--- config.mk ---
export PLATFORM = sky130hd
export DESIGN_NAME = pd_ordset_codec
export DESIGN_NICKNAME = d
export VERILOG_FILES = /design/src/rtl/pd_ordset_codec.sv
export SDC_FILE = /design/constraint.sdc
export NUM_CORES = 1
export LEC_CHECK = 0
export BUFFER_PORTS_ARGS = -buffer_cell sky130_fd_sc_hd__buf_2
export CAP_MARGIN = 20
export CORE_MARGIN = 2
export CORE_UTILIZATION = 55
export CTS_BUF_LIST = sky130_fd_sc_hd__clkbuf_8
export DETAILED_ROUTE_END_ITERATION = 8
export PLACE_DENSITY = 0.77
export REMOVE_ABC_BUFFERS = 1
export SETUP_SLACK_MARGIN = 0.15
export SYNTH_ARGS = -nofsm -noshare
export SYNTH_HDL_FRONTEND = slang
export SYNTH_SLANG_ARGS = --single-unit
export TNS_END_PERCENT = 10
--- constraint.sdc ---
create_clock -name clk -period 3.8 [get_ports clk]
set_input_delay 0.76 -clock clk [delete_from_list [all_inputs] [get_ports clk]]
set_output_delay 0.76 -clock clk [all_outputs]
set_load 0.1 [all_outputs]
--- src/rtl/pd_ordset_codec.sv ---
module pd_ordset_codec #(
  parameter int KW    = 5,
  parameter int NTYPE = 7,
  parameter int MASKW = 9
) (
  input  logic          clk,
  input  logic          rst_n,
  input  logic          tx_start,
  input  logic [2:0]    tx_type,
  input  logic          sym_stb,
  output logic [KW-1:0] tx_kcode,
  output logic          tx_busy,
  output logic          tx_done,
  input  logic          rx_sym_valid,
  input  logic [KW-1:0] rx_sym,
  input  logic          rx_clear,
  input  logic [MASKW-1:0] rx_enable,
  output logic          rx_det_valid,
  output logic [2:0]    rx_type,
  output logic          rx_partial,
  output logic [2:0]    rx_bad_idx,
  output logic          rx_hard_reset
);
  localparam int SETW = 4 * KW;
  localparam logic [2:0] T_NONE = 3'd7;
  localparam logic [2:0] T_HARD = 3'd6;
  localparam logic [KW-1:0] S1 = KW'(5'h18), S2 = KW'(5'h11), S3 = KW'(5'h06);
  localparam logic [KW-1:0] R1 = KW'(5'h07), R2 = KW'(5'h19);

  function automatic logic [SETW-1:0] set_word(input logic [2:0] t);
    case (t)
      3'd0:    set_word = {S2, S1, S1, S1};
      3'd1:    set_word = {S3, S3, S1, S1};
      3'd2:    set_word = {S3, S1, S3, S1};
      3'd3:    set_word = {S3, R2, R2, S1};
      3'd4:    set_word = {S2, S3, R2, S1};
      3'd5:    set_word = {S3, R1, S1, R1};
      3'd6:    set_word = {R2, R1, R1, R1};
      default: set_word = '0;
    endcase
  endfunction

  logic [SETW-1:0] tx_word;
  logic [1:0]      tx_idx;

  always_ff @(posedge clk or negedge rst_n) begin
    if (!rst_n) begin
      tx_word <= '0;
      tx_idx  <= '0;
      tx_busy <= 1'b0;
      tx_done <= 1'b0;
    end else begin
      tx_done <= 1'b0;
      if (!tx_busy) begin
        if (tx_start && tx_type != T_NONE) begin
          tx_word <= set_word(tx_type);
          tx_idx  <= '0;
          tx_busy <= 1'b1;
        end
      end else if (sym_stb) begin
        tx_idx <= tx_idx + 2'd1;
        if (tx_idx == 2'd3) begin
          tx_busy <= 1'b0;
          tx_done <= 1'b1;
        end
      end
    end
  end

  assign tx_kcode = tx_busy ? tx_word[tx_idx*KW +: KW] : '0;

  logic [3*KW-1:0] rx_hold;
  logic [1:0]      rx_pos;
  logic [SETW-1:0] rx_word;
  logic [NTYPE-1:0] full_hit, part_hit;
  logic [2:0]       miss_idx [NTYPE];

  assign rx_word = {rx_sym, rx_hold};

  for (genvar t = 0; t < NTYPE; t++) begin : g_cmp
    logic [SETW-1:0] ref_word;
    logic [3:0]      eq;
    assign ref_word = set_word(3'(t));
    for (genvar k = 0; k < 4; k++) begin : g_pos
      assign eq[k] = rx_word[k*KW +: KW] == ref_word[k*KW +: KW];
    end
    assign full_hit[t] = rx_enable[t] && (&eq);
    assign part_hit[t] = rx_enable[t] && ($countones(eq) == 3);
    always_comb begin
      miss_idx[t] = 3'd0;
      for (int k = 0; k < 4; k++)
        if (!eq[k]) miss_idx[t] = 3'(k);
    end
  end

  logic [2:0] pick_type, pick_idx;
  logic       pick_part;

  always_comb begin
    pick_type = T_NONE;
    pick_idx  = 3'd0;
    pick_part = 1'b0;
    for (int t = NTYPE - 1; t >= 0; t--) begin
      if (part_hit[t]) begin
        pick_type = 3'(t);
        pick_idx  = miss_idx[t];
        pick_part = 1'b1;
      end
    end
    for (int t = NTYPE - 1; t >= 0; t--) begin
      if (full_hit[t]) begin
        pick_type = 3'(t);
        pick_idx  = 3'd0;
        pick_part = 1'b0;
      end
    end
  end

  wire group_end = rx_sym_valid && !rx_clear && rx_pos == 2'd3;

  always_ff @(posedge clk or negedge rst_n) begin
    if (!rst_n) begin
      rx_hold       <= '0;
      rx_pos        <= '0;
      rx_det_valid  <= 1'b0;
      rx_type       <= T_NONE;
      rx_partial    <= 1'b0;
      rx_bad_idx    <= '0;
      rx_hard_reset <= 1'b0;
    end else begin
      rx_det_valid  <= group_end;
      rx_hard_reset <= group_end && pick_type == T_HARD;
      if (rx_clear) begin
        rx_pos <= '0;
      end else if (rx_sym_valid) begin
        rx_pos <= rx_pos + 2'd1;
        if (rx_pos != 2'd3)
          rx_hold[rx_pos*KW +: KW] <= rx_sym;
      end
      if (group_end) begin
        rx_type    <= pick_type;
        rx_partial <= pick_part;
        rx_bad_idx <= pick_idx;
      end
    end
  end
endmodule


Yosys cells after proc, flatten, opt, wreduce, memory -nomap -nowiden
Index checks and enable logic that the tools add are counted.

Add/sub/neg operators: 22. $mul: 2. Div/mod/pow operators: 0. Magnitude comparators: 0. Equal/unequal tests: 32. Shifts and indexed selects: 3. Multiplexer cells: 75. Bitwise logic cells: 2. Reductions and logical operators: 32.

Operators with widths (count): $pmux W20 S7 (1); $mux W3 (39); $add A32 B2 Y32 (2); $eq A32 B3 Y1 const B (2); $eq A5 B5 Y1 const B (7); $neg A5 Y34 (1); $shift A5 B34 Y15 const A (1); $shiftx A5 B34 Y15 (1); $eq A5 B3 Y1 const B (6); $reduce_and A4 Y1 (7); $mux W1 (26); $add A1 B1 Y2 (12); $eq A3 B2 Y1 const B (7); $shiftx A20 B6 Y5 (1); $logic_and A1 B1 Y1 (18); $add A2 B2 Y3 (5); $bwmux W15 (1); $mux W2 (7); $eq A3 B3 Y1 const B (4); $mul A2 B3 Y5 const B (2); $mux W5 (1); $add A2 B1 Y2 const B (2); $eq A2 B2 Y1 const B (2); $ne A2 B2 Y1 const B (2); other kinds (8) (11).

Register bits after elaboration: 50. Latch bits: 0. Bits in writable memories: 0. ROM bits: 0. Input port bits: 23. Output and inout port bits: 16. Logic and storage cells: 179. Memories kept: 0.

Longest topological paths before layout
Gate-level depths: netlist of the first run.

Depth after elaboration: 21. Depth in mapped cells: 13. Mapped depth without buffers: 13.

Least setup slack after synthesis of the first run
No wires, ideal clock.

Kind: register -> output. From: register tx_busy. To: output tx_kcode[3]. Data arrival time: 2.780 ns. Data required time: 3.040 ns. Path slack: 0.260 ns. Cell stages (with the launch flop): 3. Path buffers: 0. Cell sequence: dfrtp_1 -> o21ai_0 -> a21oi_1.

Longest elaborated chain between the ends: 1.

Ends and longest elaborated chain: start: declaration (RTL line 12) `output logic tx_busy,`; start signal: assignment (RTL line 50) `tx_busy <= 1'b0;`; start signal: assignment (RTL line 58) `tx_busy <= 1'b1;`; start signal: assignment (RTL line 63) `tx_busy <= 1'b0;`; $mux W5 (RTL line 70) `assign tx_kcode = tx_busy ? tx_word[tx_idx*KW +: KW] : '0;`; end: declaration (RTL line 11) `output logic [KW-1:0] tx_kcode,`.

No other way between the ends.

Final worst setup path of the first run
From: register rx_hold[2]. To: register rx_bad_idx[1].

Longest elaborated chain between the ends: 19. Elaborated cells on any way between the ends: 56. Those cells by class: add/sub: 12; eq/ne: 9; mux: 14; reduce/logical: 21.

Ends and longest elaborated chain: start: declaration (RTL line 72) `logic [3*KW-1:0] rx_hold;`; start signal: indexed assignment (RTL line 138) `rx_hold[rx_pos*KW +: KW] <= rx_sym;`; parallel branches: the longest is 18 deep, another holds $add A32 B2 Y32; $mux W3 (*) (RTL line 111) `if (full_hit[t]) begin`; end signal: assignment (RTL line 143) `rx_bad_idx <= pick_idx;`; end: declaration (RTL line 21) `output logic [2:0] rx_bad_idx,`.

Every way passes the cells marked *. A chain may end at the register's enable or synchronous reset.

==> impl_metrics.xml, run 1 <==
<?xml version="1.0" encoding="UTF-8"?>
<metrics>
  <group name="outcome">
    <metric name="status" unit="">complete, no violations</metric>
  </group>
  <group name="die">
    <metric name="die_h" unit="um">77.6</metric>
    <metric name="rows" unit="">26</metric>
    <metric name="floorplan.die_area" unit="um2">6010</metric>
    <metric name="number_of_top_level_pins" unit="">39</metric>
    <metric name="floorplan_core_area" unit="um2">5170</metric>
    <metric name="initial_utilization" unit="">0.575</metric>
    <metric name="die_width" unit="um">77.6</metric>
  </group>
  <group name="cells_and_area">
    <metric name="utilization" unit="">0.632</metric>
    <metric name="layout_common_cells" unit="">nand2_1 (54), dfrtp_1 (37), buf_2 (35), o21ai_0 (23), ha_1 (21)</metric>
    <metric name="final_common_cell" unit="">nand2_1</metric>
    <metric name="areaGrowthSynthToFinish" unit="%">9.88</metric>
    <metric name="final_net_count" unit="">396</metric>
    <metric name="final.fill_count" unit="">438</metric>
    <metric name="diodes" unit="">0</metric>
    <metric name="drive_above_1_share" unit="">0.219</metric>
  </group>
  <group name="worst_hold_path">
    <metric name="worst_hold_path_type" unit="">reg -&gt; reg</metric>
    <metric name="holdCritStartpoint" unit="">rx_type[2]$_DFFE_PN1P_</metric>
  </group>
  <group name="sta">
    <metric name="relSlewSlack" unit="">0.415</metric>
    <metric name="achievable-frequency" unit="MHz">298</metric>
    <metric name="slew_viol_final" unit="">0</metric>
    <metric name="finalSetupViolCount" unit="">0</metric>
    <metric name="timing.clock.skew" unit="ns">0.00763</metric>
    <metric name="final_hold_viol_count" unit="">0</metric>
    <metric name="worst_pin_slew" unit="ns">0.878</metric>
    <metric name="finalWorstPathRequiredPeriod" unit="ns">3.36</metric>
    <metric name="post-route-worst-setup-slack" unit="ns">0.443</metric>
    <metric name="period_share" unit="">0.883</metric>
    <metric name="setup_repair_after_global_routing_missed_its_margin" unit="">false</metric>
    <metric name="finalSetupTns" unit="ns">0</metric>
  </group>
  <group name="pwr">
    <metric name="clockPowerShare" unit="">0.156</metric>
    <metric name="power.switching_fraction" unit="">0.524</metric>
    <metric name="vdd_drop_max" unit="mV">0.882</metric>
    <metric name="comb_power_share" unit="">0.494</metric>
    <metric name="cell_int_power" unit="W">0.000854</metric>
    <metric name="power.total" unit="W">0.00180</metric>
    <metric name="share_seq_of_total_power" unit="">0.350</metric>
    <metric name="p_per_area" unit="nW/um2">549</metric>
    <metric name="power.static_leakage" unit="nW">1.58</metric>
    <metric name="switching_pwr" unit="W">0.000942</metric>
  </group>
  <group name="synthesis">
    <metric name="synthesis.yosys.warnings" unit="">0</metric>
    <metric name="synth_top_area_frac" unit="">0.311</metric>
    <metric name="synth_edf_count" unit="">0</metric>
    <metric name="synth_seq_area_share" unit="">0.338</metric>
    <metric name="netlist.top_cell.by_area" unit="">dfrtp_1</metric>
    <metric name="netlist_area" unit="um2">2980</metric>
    <metric name="synth.top_cells.by_area" unit="">dfrtp_1 (31%), ha_1 (8.8%), nand2_1 (6.8%)</metric>
    <metric name="syn_inst" unit="">316</metric>
    <metric name="yosys_register_bits" unit="">40</metric>
    <metric name="syn-mean-instance-area" unit="um2">9.42</metric>
    <metric name="ys.flop_type" unit="">dfrtp_1</metric>
    <metric name="postSynth.asyncResetShare" unit="">1.00</metric>
    <metric name="post_synth_num_cell_types" unit="">61</metric>
  </group>
  <group name="placement">
    <metric name="post_dp_hpwl" unit="mm">5.00</metric>
    <metric name="place_congestion" unit="">0.933</metric>
    <metric name="post-place-ws" unit="ns">0.318</metric>
    <metric name="io_buffers" unit="">35</metric>
  </group>
  <group name="drt">
    <metric name="drc" unit="">0</metric>
    <metric name="dr.first_iter.drc_count" unit="">127</metric>
    <metric name="detail_route.first_pass.iterations" unit="">4</metric>
    <metric name="wire_per_inst" unit="um">15.5</metric>
    <metric name="antenna_violating_nets_post_route" unit="">0</metric>
    <metric name="viasPerCell" unit="">5.78</metric>
    <metric name="finalWirelength" unit="mm">6.45</metric>
    <metric name="detailroute.via_count" unit="">2412</metric>
  </group>
  <group name="clock_tree">
    <metric name="cts_setup_buffers" unit="">0</metric>
    <metric name="clock_path_buffers" unit="">2</metric>
    <metric name="postCtsHoldBufs" unit="">0</metric>
    <metric name="clock_root_buffer" unit="">clkbuf_8</metric>
    <metric name="clock_latency" unit="ns">0.30</metric>
    <metric name="cts_made_buffers" unit="">5</metric>
    <metric name="cts_resized" unit="">0</metric>
    <metric name="clk_pin_slew" unit="ns">0.08</metric>
    <metric name="cts_tree" unit="">done</metric>
    <metric name="cts.htree.levels" unit="">2</metric>
    <metric name="cts_sinks" unit="">40</metric>
  </group>
  <group name="global_routing">
    <metric name="grt_pass1_vias" unit="">2348</metric>
    <metric name="grt_first_pass_wirelength" unit="mm">11.1</metric>
    <metric name="grt_start_max_net_pins" unit="">41</metric>
    <metric name="grt_usage" unit="">0.234</metric>
    <metric name="aggregate_global_routing_overflow" unit="">0</metric>
    <metric name="grt_antenna_before_repair" unit="">0</metric>
  </group>
  <group name="critical_path">
    <metric name="regToRegStartpoint" unit="">rx_hold[2]$_DFFE_PN0P_</metric>
    <metric name="arrival" unit="ns">3.54</metric>
    <metric name="timing.critical_path.from" unit="">rx_hold[2]$_DFFE_PN0P_</metric>
    <metric name="timing.critical_path.from_type" unit="">flop</metric>
    <metric name="path_class" unit="">reg -&gt; reg</metric>
    <metric name="reg2reg_setup_slack" unit="ns">0.44</metric>
    <metric name="worstSetupEndpointType" unit="">flop</metric>
    <metric name="crit_path_max_fanout" unit="">6</metric>
    <metric name="worst_ep_required_time" unit="ns">3.98</metric>
  </group>
  <group name="job">
    <metric name="max_cap_viol_count" unit="">0</metric>
  </group>
</metrics>
-- final timing paths --
kind	endpoint	cells past startpoint
hold / removal	rx_type[2]$_DFFE_PN1P_	2
min in group asynchronous	tx_busy$_DFF_PN0_	1
setup reg to reg	rx_bad_idx[1]$_DFFE_PN0P_	11
hold reg to reg	rx_type[2]$_DFFE_PN1P_	2
setup / recovery	rx_bad_idx[1]$_DFFE_PN0P_	11
max in group asynchronous	rx_hold[12]$_DFFE_PN0P_	1
-- per-stage QoR --
stage / std cells / hold WS (ns) / cell area [um2]
after floorplan: 302 / 0.439 / 2900
after global placement: 409 / 0.449 / 3180
after detailed placement: 409 / 0.462 / 3180
after CTS: 417 / 0.474 / 3270
after global routing: 417 / 0.483 / 3270
final: 417 / 0.471 / 3270
-- power by group through the flow --
stage	Combinational (W)	Clock, W	Sequential [W]
finish	0.000887	0.000280	0.000628
global route	0.000944	0.000303	0.000647
CTS	0.000894	0.000288	0.000628
detailed placement	0.000894	0	0.000635
global placement	0.000879	0	0.000629
floorplan	0.000628	0	0.000736
-- registers in the layout (all words and copies together) (netlist names) --
signal and flops:
rx_bad_idx 2, rx_det_valid 1, rx_hard_reset 1, rx_hold 15
rx_partial 1, rx_pos 2, rx_type 3, tx_busy 1
tx_done 1, tx_idx 2, tx_word 11
-- worst max-delay path, stage by stage (launching register included) --
cell,delay [ns]
dfrtp_1,0.40
nand4bb_1,0.28
nor2_1,0.40
ha_1,0.35
fa_1,0.40
ha_1,0.30
and4b_1,0.29
nor3b_1,0.38
a31oi_1,0.07
o31a_1,0.12
o21ai_1,0.18
a2bb2oi_2,0.08
-- layout make-up --
cell class | count | area (um2) | share of cell area
clock inverters | 3 | 18.8 | 0.00574
repair buffers | 37 | 190 | 0.0582
well taps | 70 | 87.6 | 0.0268
flip-flops and latches | 40 | 1000 | 0.307
inverters | 13 | 48.8 | 0.0149
clock buffers | 5 | 68.8 | 0.0210
multi-input cells | 249 | 1850 | 0.566
-- cells in the mapped netlist, types with 4 or more instances --
cell       n
and4b_1    5
a211oi_1   4
ha_1      21
nor2_1    20
o21ai_0   23
inv_1     11
fa_1       6
nand4b_1   5
nor4_2     4
a21o_1     5
nand3_1   12
nor3_1     4
o21ai_1    7
a21oi_1   12
dfrtp_1   37
nand2_1   54
nor3b_1    5
and2_1     5
clkbuf_1  10
-- kinds of logic after synthesis --
family / after synthesis / synth area share
multiplexers: 5 / 0.0257
flip-flops: 40 / 0.338
XOR/XNOR: 2 / 0.00589
other: 1 / 0.00126
AND/OR/NAND/NOR: 140 / 0.291
buffers and inverters: 27 / 0.0404
AO/OA/AOI/OAI: 74 / 0.169
adder cells (fa/ha/maj): 27 / 0.129
-- per-layer routing --
metal / vias to the layer above / share of wire / track usage
li1: 1194 / - / -
met5: - / 0 / 0
met2: 54 / 0.48 / 0.388
met4: 0 / 0.011 / 0.0768
met1: 1158 / 0.46 / 0.318
met3: 6 / 0.042 / 0.0337
(Power assumes the default switching activity.)
==> inputs of run 2 (changes only) <==
Clock period 3.8 ns to 4 ns, I/O delays scaled along.
==> impl_metrics.xml, run 2 (synthesis results as in run 1) <==
<?xml version="1.0" encoding="UTF-8"?>
<metrics>
  <group name="drt">
    <metric name="antenna_violating_nets_post_route" unit="">0</metric>
    <metric name="detailroute.via_count" unit="">2481</metric>
    <metric name="dr.first_iter.drc_count" unit="">275</metric>
    <metric name="wire_per_inst" unit="um">15.6</metric>
    <metric name="detail_route.first_pass.iterations" unit="">4</metric>
    <metric name="drc" unit="">0</metric>
    <metric name="viasPerCell" unit="">5.96</metric>
    <metric name="finalWirelength" unit="mm">6.47</metric>
  </group>
  <group name="sta">
    <metric name="timing.clock.skew" unit="ns">0.0103</metric>
    <metric name="final_hold_viol_count" unit="">0</metric>
    <metric name="finalSetupViolCount" unit="">0</metric>
    <metric name="post-route-worst-setup-slack" unit="ns">0.610</metric>
    <metric name="setup_repair_after_global_routing_missed_its_margin" unit="">false</metric>
    <metric name="worst_pin_slew" unit="ns">0.896</metric>
    <metric name="finalWorstPathRequiredPeriod" unit="ns">3.39</metric>
    <metric name="relSlewSlack" unit="">0.403</metric>
    <metric name="finalSetupTns" unit="ns">0</metric>
    <metric name="period_share" unit="">0.847</metric>
    <metric name="slew_viol_final" unit="">0</metric>
    <metric name="achievable-frequency" unit="MHz">295</metric>
  </group>
  <group name="critical_path">
    <metric name="crit_family" unit="">simple AND/OR/NAND/NOR gates</metric>
    <metric name="crit_path_max_fanout" unit="">6</metric>
    <metric name="worst_ep_required_time" unit="ns">4.18</metric>
    <metric name="arrival" unit="ns">3.57</metric>
    <metric name="timing.critical_path.from_type" unit="">flop</metric>
    <metric name="path_cells" unit="">nand4bb_1, nor2_1, ha_1, fa_1, ha_1, and4b_1, nor3b_1, a31oi_1, o31a_1, o21ai_1, a2bb2oi_2</metric>
    <metric name="reg2reg_setup_slack" unit="ns">0.61</metric>
    <metric name="critical_path_buf_inv_count" unit="">0</metric>
    <metric name="path_class" unit="">reg -&gt; reg</metric>
    <metric name="slowest_stage" unit="">nor2_1</metric>
    <metric name="worstSetupEndpointType" unit="">flop</metric>
    <metric name="worst_path_most_repeated_cell" unit="">ha_1</metric>
    <metric name="timing.critical_path.slowest_cell_delay" unit="ns">0.41</metric>
  </group>
  <group name="cells_and_area">
    <metric name="areaGrowthSynthToFinish" unit="%">9.55</metric>
    <metric name="layout.area.seq" unit="um2">1000</metric>
    <metric name="final.fill_count" unit="">436</metric>
    <metric name="biggestRegsByFlops" unit="">rx_hold: 15 flops, tx_word: 11 flops, rx_type: 3 flops</metric>
    <metric name="largest_register_ffs" unit="">15</metric>
    <metric name="drive_above_1_share" unit="">0.214</metric>
    <metric name="final_common_cell" unit="">nand2_1</metric>
    <metric name="registers.top_by_ff_count" unit="">rx_hold</metric>
    <metric name="diodes" unit="">0</metric>
    <metric name="area_of_combinational_cells_with_multiple_inputs" unit="um2">1850</metric>
    <metric name="layout_common_cells" unit="">nand2_1 (54), dfrtp_1 (37), buf_2 (35), o21ai_0 (23), ha_1 (21)</metric>
    <metric name="final_net_count" unit="">395</metric>
  </group>
  <group name="global_routing">
    <metric name="grtUsageMet1" unit="">0.320</metric>
    <metric name="use_met3" unit="">0.0279</metric>
    <metric name="grt_usage" unit="">0.229</metric>
    <metric name="use_met2" unit="">0.363</metric>
    <metric name="grt_pass1_vias" unit="">2385</metric>
    <metric name="grt_most_used_layer" unit="">met2</metric>
    <metric name="grt_start_max_net_pins" unit="">41</metric>
    <metric name="aggregate_global_routing_overflow" unit="">0</metric>
    <metric name="grt_first_pass_wirelength" unit="mm">11.0</metric>
    <metric name="grt_antenna_before_repair" unit="">0</metric>
  </group>
  <group name="die">
    <metric name="die_width" unit="um">77.6</metric>
    <metric name="die_h" unit="um">77.6</metric>
    <metric name="number_of_top_level_pins" unit="">39</metric>
    <metric name="floorplan.die_area" unit="um2">6010</metric>
    <metric name="floorplan_core_area" unit="um2">5170</metric>
    <metric name="rows" unit="">26</metric>
    <metric name="initial_utilization" unit="">0.575</metric>
  </group>
  <group name="clock_tree">
    <metric name="clock_path_buffers" unit="">2</metric>
    <metric name="cts.htree.levels" unit="">2</metric>
    <metric name="cts_tree" unit="">done</metric>
    <metric name="clock_root_buffer" unit="">clkbuf_8</metric>
    <metric name="cts_sinks" unit="">40</metric>
    <metric name="cts_setup_buffers" unit="">0</metric>
    <metric name="cts_resized" unit="">0</metric>
    <metric name="clock_latency" unit="ns">0.30</metric>
    <metric name="clk_pin_slew" unit="ns">0.08</metric>
    <metric name="postCtsHoldBufs" unit="">0</metric>
    <metric name="cts_made_buffers" unit="">5</metric>
  </group>
  <group name="placement">
    <metric name="post_dp_hpwl" unit="mm">4.81</metric>
    <metric name="post-place-ws" unit="ns">0.465</metric>
    <metric name="place_congestion" unit="">0.915</metric>
    <metric name="io_buffers" unit="">35</metric>
  </group>
  <group name="pwr">
    <metric name="power.static_leakage" unit="nW">1.57</metric>
    <metric name="vdd_drop_max" unit="mV">0.852</metric>
    <metric name="p_per_area" unit="nW/um2">523</metric>
  </group>
  <group name="job">
    <metric name="max_cap_viol_count" unit="">0</metric>
  </group>
  <group name="worst_hold_path">
    <metric name="worst_hold_path_type" unit="">reg -&gt; reg</metric>
  </group>
  <group name="outcome">
    <metric name="status" unit="">complete, no violations</metric>
  </group>
</metrics>
run 2: per-stage QoR:
step / instance area (um2) / total power (W) / util / std cells / hold WS (ns)
2_1_floorplan: 2900 / 0.00130 / - / 302 / 0.439
3_3_place_gp: 3170 / 0.00143 / 0.614 / 408 / 0.448
3_5_place_dp: 3170 / 0.00145 / 0.614 / 408 / 0.454
4_1_cts: 3260 / 0.00172 / 0.630 / 416 / 0.466
5_1_grt: 3260 / 0.00179 / 0.630 / 416 / 0.487
6_report: 3260 / 0.00170 / 0.630 / 416 / 0.461
run 2: layout make-up:
cell class	count	share of cell area
Clock inverter	3	0.00499
Clock buffer	5	0.0211
Multi-Input combinational cell	249	0.568
Tap cell	70	0.0269
Timing Repair Buffer	36	0.0560
Sequential cell	40	0.308
Inverter	13	0.0150
run 2: path summary, 6_finish.rpt:
check / start / endpoint / cells after the start
worst min register to register: rx_type[2]$_DFFE_PN1P_ / rx_type[2]$_DFFE_PN1P_ / 2
worst min-delay path: rx_type[2]$_DFFE_PN1P_ / rx_type[2]$_DFFE_PN1P_ / 2
worst max-delay path: rx_hold[2]$_DFFE_PN0P_ / rx_bad_idx[1]$_DFFE_PN0P_ / 11
worst max register to register: rx_hold[2]$_DFFE_PN0P_ / rx_bad_idx[1]$_DFFE_PN0P_ / 11
min in group asynchronous: rst_n / tx_busy$_DFF_PN0_ / 1
max in group asynchronous: rst_n / rx_hold[11]$_DFFE_PN0P_ / 1
run 2: metal layers:
metal	routed length [um]	vias up
met5	0	-
met4	103	0
met3	304	13
met2	3130	65
met1	2940	1207
li1	-	1196
run 2: report_power, final:
| group | internal [W] | switching [W] |
|---|---|---|
| Clock | 0.000120 | 0.000146 |
| Sequential | 0.000506 | 0.0000926 |
| Combinational | 0.000183 | 0.000656 |
| Total | 0.000809 | 0.000894 |
run 2: worst register-to-register path: cells and delay by family, from the launching register on:
kind,cells,cell delay (ns)
adders and majority gates,3,1.06
AOI/OAI and AO/OA,4,0.48
DFF,1,0.40
and+or+nand+nor,4,1.35
